$ cat src/rtl/srx_pkg.sv
package srx_pkg;

    localparam int unsigned SRX_DW   = 8;
    localparam int unsigned SRX_WMAX = SRX_DW + 1;

    typedef enum logic [1:0] {
        RX_HUNT,
        RX_START,
        RX_DATA,
        RX_STOP
    } rx_state_e;

    typedef struct packed {
        logic [SRX_WMAX-1:0] word;
        logic                stop_low;
        logic                noisy;
    } rx_frame_t;

    typedef struct packed {
        logic ready;
        logic overrun;
        logic framing;
        logic noise;
        logic idle;
    } rx_flags_t;

    function automatic logic vote3(input logic a, input logic b, input logic c);
        return (a & b) | (a & c) | (b & c);
    endfunction

    function automatic logic split3(input logic a, input logic b, input logic c);
        return !((a == b) && (b == c));
    endfunction

    function automatic int unsigned frame_bits(input logic nine);
        return SRX_DW + 2 + (nine ? 1 : 0);
    endfunction

endpackage

$ cat src/rtl/srx_sampler.sv
module srx_sampler #(
    parameter int unsigned OSR = 16
) (
    input  logic clk,
    input  logic rst,
    input  logic active,
    input  logic restart,
    input  logic tick,
    input  logic line,
    output logic vote_stb,
    output logic vote,
    output logic noisy,
    output logic bit_end
);
    import srx_pkg::*;

    localparam int unsigned PW = $clog2(OSR);
    localparam logic [PW-1:0] PH_A   = PW'(OSR/2 - 1);
    localparam logic [PW-1:0] PH_B   = PW'(OSR/2);
    localparam logic [PW-1:0] PH_C   = PW'(OSR/2 + 1);
    localparam logic [PW-1:0] PH_END = PW'(OSR - 1);

    logic [PW-1:0] phase;
    logic          samp_a;
    logic          samp_b;
    logic          step;

    assign step = active & tick;

    always_ff @(posedge clk) begin
        if (rst) begin
            phase  <= '0;
            samp_a <= 1'b1;
            samp_b <= 1'b1;
        end else begin
            if (restart) begin
                phase <= PW'(1);
            end else if (step) begin
                phase <= (phase == PH_END) ? '0 : phase + 1'b1;
            end
            if (step && phase == PH_A) samp_a <= line;
            if (step && phase == PH_B) samp_b <= line;
        end
    end

    assign vote_stb = step & (phase == PH_C);
    assign vote     = vote3(samp_a, samp_b, line);
    assign noisy    = split3(samp_a, samp_b, line);
    assign bit_end  = step & (phase == PH_END);

endmodule

$ cat src/rtl/srx_frame.sv
module srx_frame #(
    parameter int unsigned OSR = 16
) (
    input  logic                clk,
    input  logic                rst,
    input  logic                en,
    input  logic                word9,
    input  logic                tick,
    input  logic                line,
    output logic                hunting,
    output logic                done,
    output srx_pkg::rx_frame_t  frame
);
    import srx_pkg::*;

    localparam int unsigned IW = $clog2(SRX_WMAX + 1);

    rx_state_e           st;
    logic                seen_high;
    logic [IW-1:0]       idx;
    logic [IW-1:0]       last_idx;
    logic [SRX_WMAX-1:0] shreg;
    logic                noise_acc;
    logic                start_seen;
    logic                vote_stb;
    logic                vote;
    logic                noisy;
    logic                bit_end;

    assign hunting    = (st == RX_HUNT);
    assign last_idx   = word9 ? IW'(SRX_DW) : IW'(SRX_DW - 1);
    assign start_seen = en & hunting & tick & ~line & seen_high;

    srx_sampler #(.OSR(OSR)) u_samp (
        .clk      (clk),
        .rst      (rst),
        .active   (en & ~hunting),
        .restart  (start_seen),
        .tick     (tick),
        .line     (line),
        .vote_stb (vote_stb),
        .vote     (vote),
        .noisy    (noisy),
        .bit_end  (bit_end)
    );

    always_ff @(posedge clk) begin
        if (rst || !en) begin
            st        <= RX_HUNT;
            seen_high <= 1'b0;
            idx       <= '0;
            shreg     <= '0;
            noise_acc <= 1'b0;
            done      <= 1'b0;
            frame     <= '0;
        end else begin
            done <= 1'b0;
            unique case (st)
                RX_HUNT: begin
                    if (tick) begin
                        if (line) begin
                            seen_high <= 1'b1;
                        end else if (seen_high) begin
                            st        <= RX_START;
                            idx       <= '0;
                            shreg     <= '0;
                            noise_acc <= 1'b0;
                        end
                    end
                end
                RX_START: begin
                    if (vote_stb) begin
                        if (vote) st <= RX_HUNT;
                        else      noise_acc <= noisy;
                    end
                    if (bit_end) st <= RX_DATA;
                end
                RX_DATA: begin
                    if (vote_stb) begin
                        for (int i = 0; i < SRX_WMAX; i++) begin
                            if (idx == IW'(i)) shreg[i] <= vote;
                        end
                        noise_acc <= noise_acc | noisy;
                    end
                    if (bit_end) begin
                        if (idx == last_idx) st <= RX_STOP;
                        idx <= idx + 1'b1;
                    end
                end
                RX_STOP: begin
                    if (vote_stb) begin
                        done           <= 1'b1;
                        frame.word     <= word9 ? shreg : {1'b0, shreg[SRX_DW-1:0]};
                        frame.stop_low <= ~vote;
                        frame.noisy    <= noise_acc | noisy;
                        seen_high      <= vote;
                        st             <= RX_HUNT;
                    end
                end
                default: st <= RX_HUNT;
            endcase
        end
    end

endmodule

$ cat src/rtl/srx_idle.sv
module srx_idle #(
    parameter int unsigned OSR = 16
) (
    input  logic clk,
    input  logic rst,
    input  logic en,
    input  logic word9,
    input  logic tick,
    input  logic line,
    input  logic hunting,
    input  logic frame_done,
    output logic idle_pulse
);
    import srx_pkg::*;

    localparam int unsigned CW = $clog2((SRX_WMAX + 2) * OSR + 1);

    logic [CW-1:0] cnt;
    logic [CW-1:0] thresh;
    logic          armed;

    assign thresh = CW'(frame_bits(word9) * OSR - 1);

    always_ff @(posedge clk) begin
        if (rst || !en) begin
            armed      <= 1'b1;
            cnt        <= '0;
            idle_pulse <= 1'b0;
        end else begin
            idle_pulse <= 1'b0;
            if (frame_done) begin
                armed <= 1'b1;
                cnt   <= '0;
            end else if (hunting && tick) begin
                if (!line) begin
                    cnt <= '0;
                end else if (armed) begin
                    if (cnt >= thresh) begin
                        idle_pulse <= 1'b1;
                        armed      <= 1'b0;
                        cnt        <= '0;
                    end else begin
                        cnt <= cnt + 1'b1;
                    end
                end
            end
        end
    end

endmodule

$ cat src/rtl/srx_status.sv
module srx_status (
    input  logic                       clk,
    input  logic                       rst,
    input  logic                       en,
    input  logic                       done,
    input  srx_pkg::rx_frame_t         frame,
    input  logic                       idle_pulse,
    input  logic                       stat_rd,
    input  logic                       data_rd,
    output srx_pkg::rx_flags_t         flags,
    output logic [srx_pkg::SRX_WMAX-1:0] word_q
);
    import srx_pkg::*;

    rx_flags_t nxt;
    logic      clr_armed;
    logic      clearing;
    logic      take;

    assign clearing = data_rd & clr_armed;
    assign take     = en & done & ~(flags.ready & ~clearing);

    always_comb begin
        nxt = clearing ? '0 : flags;
        if (en && done) begin
            if (nxt.ready) begin
                nxt.overrun = 1'b1;
            end else begin
                nxt.ready   = 1'b1;
                nxt.framing = nxt.framing | frame.stop_low;
                nxt.noise   = nxt.noise | frame.noisy;
            end
        end
        if (en && idle_pulse) nxt.idle = 1'b1;
    end

    always_ff @(posedge clk) begin
        if (rst) begin
            flags     <= '0;
            word_q    <= '0;
            clr_armed <= 1'b0;
        end else begin
            flags <= nxt;
            if (take) word_q <= frame.word;
            if (stat_rd)      clr_armed <= 1'b1;
            else if (data_rd) clr_armed <= 1'b0;
        end
    end

endmodule

$ cat src/rtl/serial_rx_flags.sv
module serial_rx_flags #(
    parameter int unsigned OSR = 16
) (
    input  logic       clk,
    input  logic       rst,
    input  logic       rx_en,
    input  logic       word9,
    input  logic       os_tick,
    input  logic       rx_line,
    input  logic       stat_rd,
    input  logic       data_rd,
    input  logic       rx_irq_en,
    input  logic       idle_irq_en,
    output logic [7:0] rx_data,
    output logic       rx_top_bit,
    output logic       flag_ready,
    output logic       flag_overrun,
    output logic       flag_framing,
    output logic       flag_noise,
    output logic       flag_idle,
    output logic       irq_rx,
    output logic       irq_idle
);
    import srx_pkg::*;

    logic                hunting;
    logic                done;
    rx_frame_t           frame;
    logic                idle_pulse;
    rx_flags_t           flags;
    logic [SRX_WMAX-1:0] word_q;

    srx_frame #(.OSR(OSR)) u_frame (
        .clk     (clk),
        .rst     (rst),
        .en      (rx_en),
        .word9   (word9),
        .tick    (os_tick),
        .line    (rx_line),
        .hunting (hunting),
        .done    (done),
        .frame   (frame)
    );

    srx_idle #(.OSR(OSR)) u_idle (
        .clk        (clk),
        .rst        (rst),
        .en         (rx_en),
        .word9      (word9),
        .tick       (os_tick),
        .line       (rx_line),
        .hunting    (hunting),
        .frame_done (done),
        .idle_pulse (idle_pulse)
    );

    srx_status u_status (
        .clk        (clk),
        .rst        (rst),
        .en         (rx_en),
        .done       (done),
        .frame      (frame),
        .idle_pulse (idle_pulse),
        .stat_rd    (stat_rd),
        .data_rd    (data_rd),
        .flags      (flags),
        .word_q     (word_q)
    );

    assign rx_data      = word_q[SRX_DW-1:0];
    assign rx_top_bit   = word_q[SRX_DW];
    assign flag_ready   = flags.ready;
    assign flag_overrun = flags.overrun;
    assign flag_framing = flags.framing;
    assign flag_noise   = flags.noise;
    assign flag_idle    = flags.idle;
    assign irq_rx       = flags.ready & rx_irq_en;
    assign irq_idle     = flags.idle & idle_irq_en;

endmodule

$ cat config.mk
export PLATFORM = sky130hd
export DESIGN_NAME = serial_rx_flags
export DESIGN_NICKNAME = d
export VERILOG_FILES = /design/src/rtl/srx_pkg.sv /design/src/rtl/srx_sampler.sv /design/src/rtl/srx_frame.sv /design/src/rtl/srx_idle.sv /design/src/rtl/srx_status.sv /design/src/rtl/serial_rx_flags.sv
export SDC_FILE = /design/constraint.sdc
export NUM_CORES = 1
export LEC_CHECK = 0
export ABC_AREA = 1
export BUFFER_PORTS_ARGS = -buffer_cell sky130_fd_sc_hd__buf_4
export CELL_PAD_IN_SITES_DETAIL_PLACEMENT = 0
export CELL_PAD_IN_SITES_GLOBAL_PLACEMENT = 2
export CORE_MARGIN = 2
export CORE_UTILIZATION = 36
export DETAILED_ROUTE_END_ITERATION = 10
export MAX_ROUTING_LAYER = met4
export PLACE_DENSITY_LB_ADDON = 0.1
export RECOVER_POWER = 100
export SYNTH_ARGS = -nofsm -noshare
export SYNTH_HDL_FRONTEND = slang
export SYNTH_SLANG_ARGS = --single-unit
$ cat constraint.sdc
create_clock -name clk -period 3.1 [get_ports clk]
set_clock_uncertainty 0.2 [all_clocks]
set_input_delay 0.31 -clock clk [delete_from_list [all_inputs] [get_ports clk]]
set_output_delay 0.31 -clock clk [all_outputs]
set_load 0.01 [all_outputs]
## Word-level counts from Yosys, hierarchy flattened

Cells that the tools add are included.

- Mux-type cells: 60
- Bitwise operators: 30
- Div/mod/pow operators: 0
- Multipliers: 0
- Reduce and logical (&&, ||, !) cells: 37
- Add/subtract/negate cells: 5
- Shift-type cells: 0
- Eq/ne operators: 40
- $lt $le $gt $ge: 1

Operator list:

| cell | number |
|---|---|
| $reduce_and 6->1 | 9 |
| $mux 9 | 5 |
| $mux 1 | 29 |
| $mux 4 | 7 |
| $mux 8 | 3 |
| $ne 2x1->1 const B | 12 |
| $eq 4x3->1 const B | 5 |
| $mux 2 | 10 |
| $pmux 9 s2 | 1 |
| $and 1x1->1 | 17 |
| $eq 4x4->1 const B | 4 |
| $ne 2x2->1 const B | 8 |
| $reduce_bool 2->1 | 5 |
| $add 4x1->4 const B | 2 |
| $add 8x1->8 const B | 1 |
| $eq 4x2->1 const B | 2 |
| $ge 8x8->1 | 1 |
| $not 1->1 | 8 |
| $pmux 2 s4 | 1 |
| $pmux 4 s2 | 1 |
| $reduce_and 8->1 | 1 |
| $sub 8x1->8 const B | 1 |
| $reduce_and 7->1 | 1 |
| $logic_and 1x1->1 | 6 |
| other kinds (22) | 33 |

- Memory bits (writable): 0
- Register bits after elaboration: 60
- Memories: 0
- ROM bits: 0
- Input port bits: 10
- Output and inout port bits: 16
- Latch bits: 0

## Logic depth before layout (Yosys ltp)

- Depth in word-level cells: 8
- Depth in mapped cells: 12
- Depth with buffers taken out: 12

## Modules after synthesis

A second synthesis with hierarchy kept.

- Cell total of the unflattened synthesis: 458
- Area, all modules: 3198.1 um^2

By module, submodules not included:

| module | seq. area each (um^2) | area each (um^2) | times used | cells each |
|---|---|---|---|---|
| srx_frame | 580.6 | 1515.2 | 1 | 218 |
| srx_status | 300.3 | 646.9 | 1 | 87 |
| srx_idle | 200.2 | 610.6 | 1 | 95 |
| srx_sampler | 120.1 | 410.4 | 1 | 54 |
| serial_rx_flags | 0.0 | 15.0 | 1 | 4 |

## Worst setup path after synthesis

Ideal clock, no wire load.

- Path kind: flip-flop to flip-flop
- From: register u_frame.st[0]
- To: register with a tool-made name
- Arrival time: 1.594 ns
- Period minus slack after synthesis: 1.858 ns
- Library setup time: 0.064 ns
- Path slack: 1.242 ns
- Cell stages (with the launch flop): 12
- Cell sequence: dfxtp_1 inv_1 ha_1 inv_2 nand3_2 o21ai_2 nand2_2 nor2_4 nand3_1 nand2_1 inv_1 nor2_1

RTL lines:

| element | line | RTL |
|---|---|---|
| start: declaration | srx_frame.sv:18 | `rx_state_e st;` |
| start signal: assignment | srx_frame.sv:49 | `st <= RX_HUNT;` |
| start signal: assignment | srx_frame.sv:64 | `st <= RX_START;` |
| start signal: assignment | srx_frame.sv:73 | `if (vote) st <= RX_HUNT;` |

## Final worst setup path

- From: input rst
- To: register u_frame.idx[1]

- Longest elaborated chain between the ends: 1

Ends and longest elaborated chain:

| element | line | RTL |
|---|---|---|
| start: declaration | serial_rx_flags.sv:5 | `input logic rst,` |
| $logic_or 1x1->1 | srx_frame.sv:48 | `if (rst \|\| !en) begin` |
| end signal: assignment | srx_frame.sv:87 | `idx <= idx + 1'b1;` |
| end: declaration | srx_frame.sv:20 | `logic [IW-1:0] idx;` |

Every way passes these cells.
A chain may end at the register's enable or synchronous reset.

==> results.tsv <==
metric	value	unit
status	complete, no violations	
fin_hold_ws	0.0923	ns
crit_path_end_kind	register	
totalWireLength	7140	µm
worstSetupPathType	input pin to register	
detailedPlacementHpwl	5430	µm
max_cap_violations	0	
tightestPinTransition	0.458	ns
p_switching	0.000363	W
grt_overflow	0	
post_cts.repair.setup_buffers	0	
start_kind	input pin	
hold_path_sink	u_status.clr_armed	
fp.dieW	95.1	µm
port_buffers	25	
power_frac_comb	4.0	%
min_from	data_rd	
yosysSeqAreaShare	40.2	%
worst_r2r_path_depth	8	
yosysWarningCount	0	
core.rowCount	33	
worst_endpoint_data_arrival_time	2.64	ns
grt_pass1_wl	12300	µm
critical_path.reg2reg.endpoint	u_frame.idx[2]	
cts_made_buffers	9	
first_iter_violations	82	
grt_start_max_net_pins	14	
worst_skew_late_latency	0.34	ns
layout.nets	470	
async_reset_ff_share	0	%
ff2ff_setup_slack	0.51	ns
antenna_left	0	
dpl_worst_slack	0.773	ns
power.sequential.fraction	48.2	%
power.clock.fraction	47.8	%
route.detailed.drc	0	
mappedNetlistNets	438	
grtUsageTotal	18.1	%
power.switching_fraction	22.5	%
post_synth.cell_area_avg	7.26	µm²
reg_to_reg_startpoint	u_frame.st[0]	
cts.path.max_buffers	2	
ios	26	
core_region_area	8130	µm²
synth.distinct_cells	42	
hold_violations	0	
setup-violations-final	0	
vias_in_the_first_global_route	2634	
clock-root-buffer	clkbuf_8	
timing.fmax	386	MHz
floorplan.die.height	95.1	µm
clock_tree.htree_level_count	3	
p_per_area	472	nW/µm²
tritoncts_clock_tree	built	
rsz_0062_raised_after_global_routing	false	
antenna_found_initial	0	
synthToLayoutAreaGrowth	14.4	%
vdd_drop_max	279	µV
wire_per_inst	12.9	µm
critPathRequiredTime	3.15	ns
antennaDiodeCount	0	
ys.flop_type	dfxtp_1	
totalNegativeSetupSlack	0	ns
synth_area	2990	µm²
class_of_the_tightest_hold_or_removal_check	input pin to register	
total_leakage_power	1.46	nW
postCtsResizedCells	0	
cts_num_sinks	60	
vias_per_cell	4.80	
fraction_of_final_layout_cells_sized_beyond_drive_strength_1	8.71	%
count_of_state_elements_after_synthesis	60	
netlist_instances	411	
critPathMaxFanout	13	
worst_slew_margin_rel	69.5	%
post-route-worst-setup-slack	0.511	ns
synth-edff-count	0	
cellInternalPower	0.00125	W
clk_pin_slew	0.07	ns
min_path_cells	4	
period_share	83.5	%
die_area	9040	µm²
initial_core_util	36.7	%
dr_total_vias	2657	
dr.pass1.iters	4	
routabilityCongestion	0.808	
period_minus_slack	2.59	ns
final-max-slew-violation-count	0	
-- stage by stage --
stage | instances | cell area (µm²) | utilization [%] | total power (W)
floorplan | 411 | 2990 | - | 0.000832
global placement | 535 | 3260 | 40.1 | 0.000859
detailed placement | 535 | 3260 | 40.1 | 0.000859
CTS | 553 | 3500 | 43.0 | 0.00164
global route | 553 | 3420 | 42.0 | 0.00168
finish | 553 | 3420 | 42.0 | 0.00161
-- sequential cells by signal, summed over array words and instances, names as in the netlist, named ones only --
register	flops
u_frame.done	1
u_frame.frame	11
u_frame.idx	4
u_frame.noise_acc	1
u_frame.seen_high	1
u_frame.shreg	9
u_frame.st	1
u_frame.u_samp.phase	4
u_frame.u_samp.samp_a	1
u_frame.u_samp.samp_b	1
u_idle.armed	1
u_idle.cnt	8
u_idle.idle_pulse	1
u_status.clr_armed	1
u_status.flags	5
u_status.word_q	9
-- layer usage --
| layer | track usage [%] | wire length [µm] | share of wire [%] | vias up |
|---|---|---|---|---|
| li1 | - | - | - | 1399 |
| met1 | 21.7 | 3320 | 47 | 1225 |
| met2 | 30.3 | 3560 | 50 | 24 |
| met3 | 3.32 | 165 | 2.3 | 9 |
| met4 | 6.88 | 97 | 1.4 | 0 |
| met5 | - | 0 | 0 | - |
-- power groups by stage --
stage               clock (W)  combinational, W  sequential [W]
finish               0.000771         0.0000646        0.000776
global route         0.000833         0.0000743        0.000776
CTS                  0.000799         0.0000675        0.000776
detailed placement          0         0.0000650        0.000794
global placement            0         0.0000652        0.000794
floorplan                   0         0.0000390        0.000793
-- cell usage after synthesis, drive strengths merged (2+ instances only) --
| cell type | count | area (µm²) |
|---|---|---|
| xor2 | 2 | 17.5 |
| buf | 4 | 26.3 |
| a21oi | 33 | 180 |
| ha | 17 | 213 |
| nand3 | 21 | 110 |
| a211oi | 2 | 15.0 |
| nand2 | 72 | 295 |
| dfxtp | 60 | 1200 |
| o21ai | 42 | 221 |
| nor2 | 81 | 324 |
| nor3 | 8 | 45.0 |
| or2 | 2 | 12.5 |
| clkbuf | 3 | 21.3 |
| inv | 48 | 180 |
| nand4 | 4 | 31.3 |
| nor3b | 2 | 20.0 |
-- cells in the final DEF, fill, tap and decap left out, drive strengths merged, types with 3 or more instances in the layout --
master / count
a21oi: 33
clkinv: 3
nor3: 8
nand3: 21
clkbuf: 28
nand4: 4
inv: 48
o21ai: 42
ha: 17
nor2: 81
buf: 8
nand2: 72
dfxtp: 60
-- kinds of logic (layout without fill, tap and decap cells) --
| logic type | Yosys count | count (layout) | synth area share [%] |
|---|---|---|---|
| DFF | 60 | 60 | 40.2 |
| xor gates and xnor gates | 2 | 2 | 0.587 |
| buffers and inverters | 56 | 93 | 7.75 |
| and+or+nand+nor | 192 | 192 | 28.5 |
| AOI/OAI and AO/OA | 84 | 84 | 15.8 |
| adders and majority gates | 17 | 17 | 7.12 |
-- how the worst max path moves through the flow --
stage	end	startpoint	depth (start not counted)	slack (ns)
after floorplan	register	u_frame.st[0]	11	1.24
after global placement	u_frame.idx[1]	u_frame.st[0]	9	0.90
after detailed placement	u_frame.shreg[4]	u_frame.st[0]	10	0.77
after CTS	u_frame.idx[1]	rst	8	0.70
after global routing	u_frame.idx[3]	u_frame.st[0]	8	0.23
final	u_frame.idx[1]	rst	8	0.51
-- repair_timing --
action                     CTS  global route
hold buffers                 2             0
setup endpoints to repair    0             0
hold endpoints to repair     4             0
-- final cells by class --
type | instances | area, µm²
Fill cell | 900 | 4720
Multi-Input combinational cell | 295 | 1530
Sequential cell | 60 | 1200
Inverter | 49 | 184
Timing Repair Buffer | 28 | 151
Tap cell | 105 | 131
Clock buffer | 10 | 128
Clock inverter | 6 | 88.8
-- worst max-delay path, stage by stage --
cell	delay (ns)
dlygate4sd3_1	0.53
clkbuf_1	0.21
inv_1	0.33
nand2_1	0.26
inv_1	0.33
buf_4	0.26
o21ai_0	0.18
a211oi_1	0.20
Power figures use the tool's default switching activity.
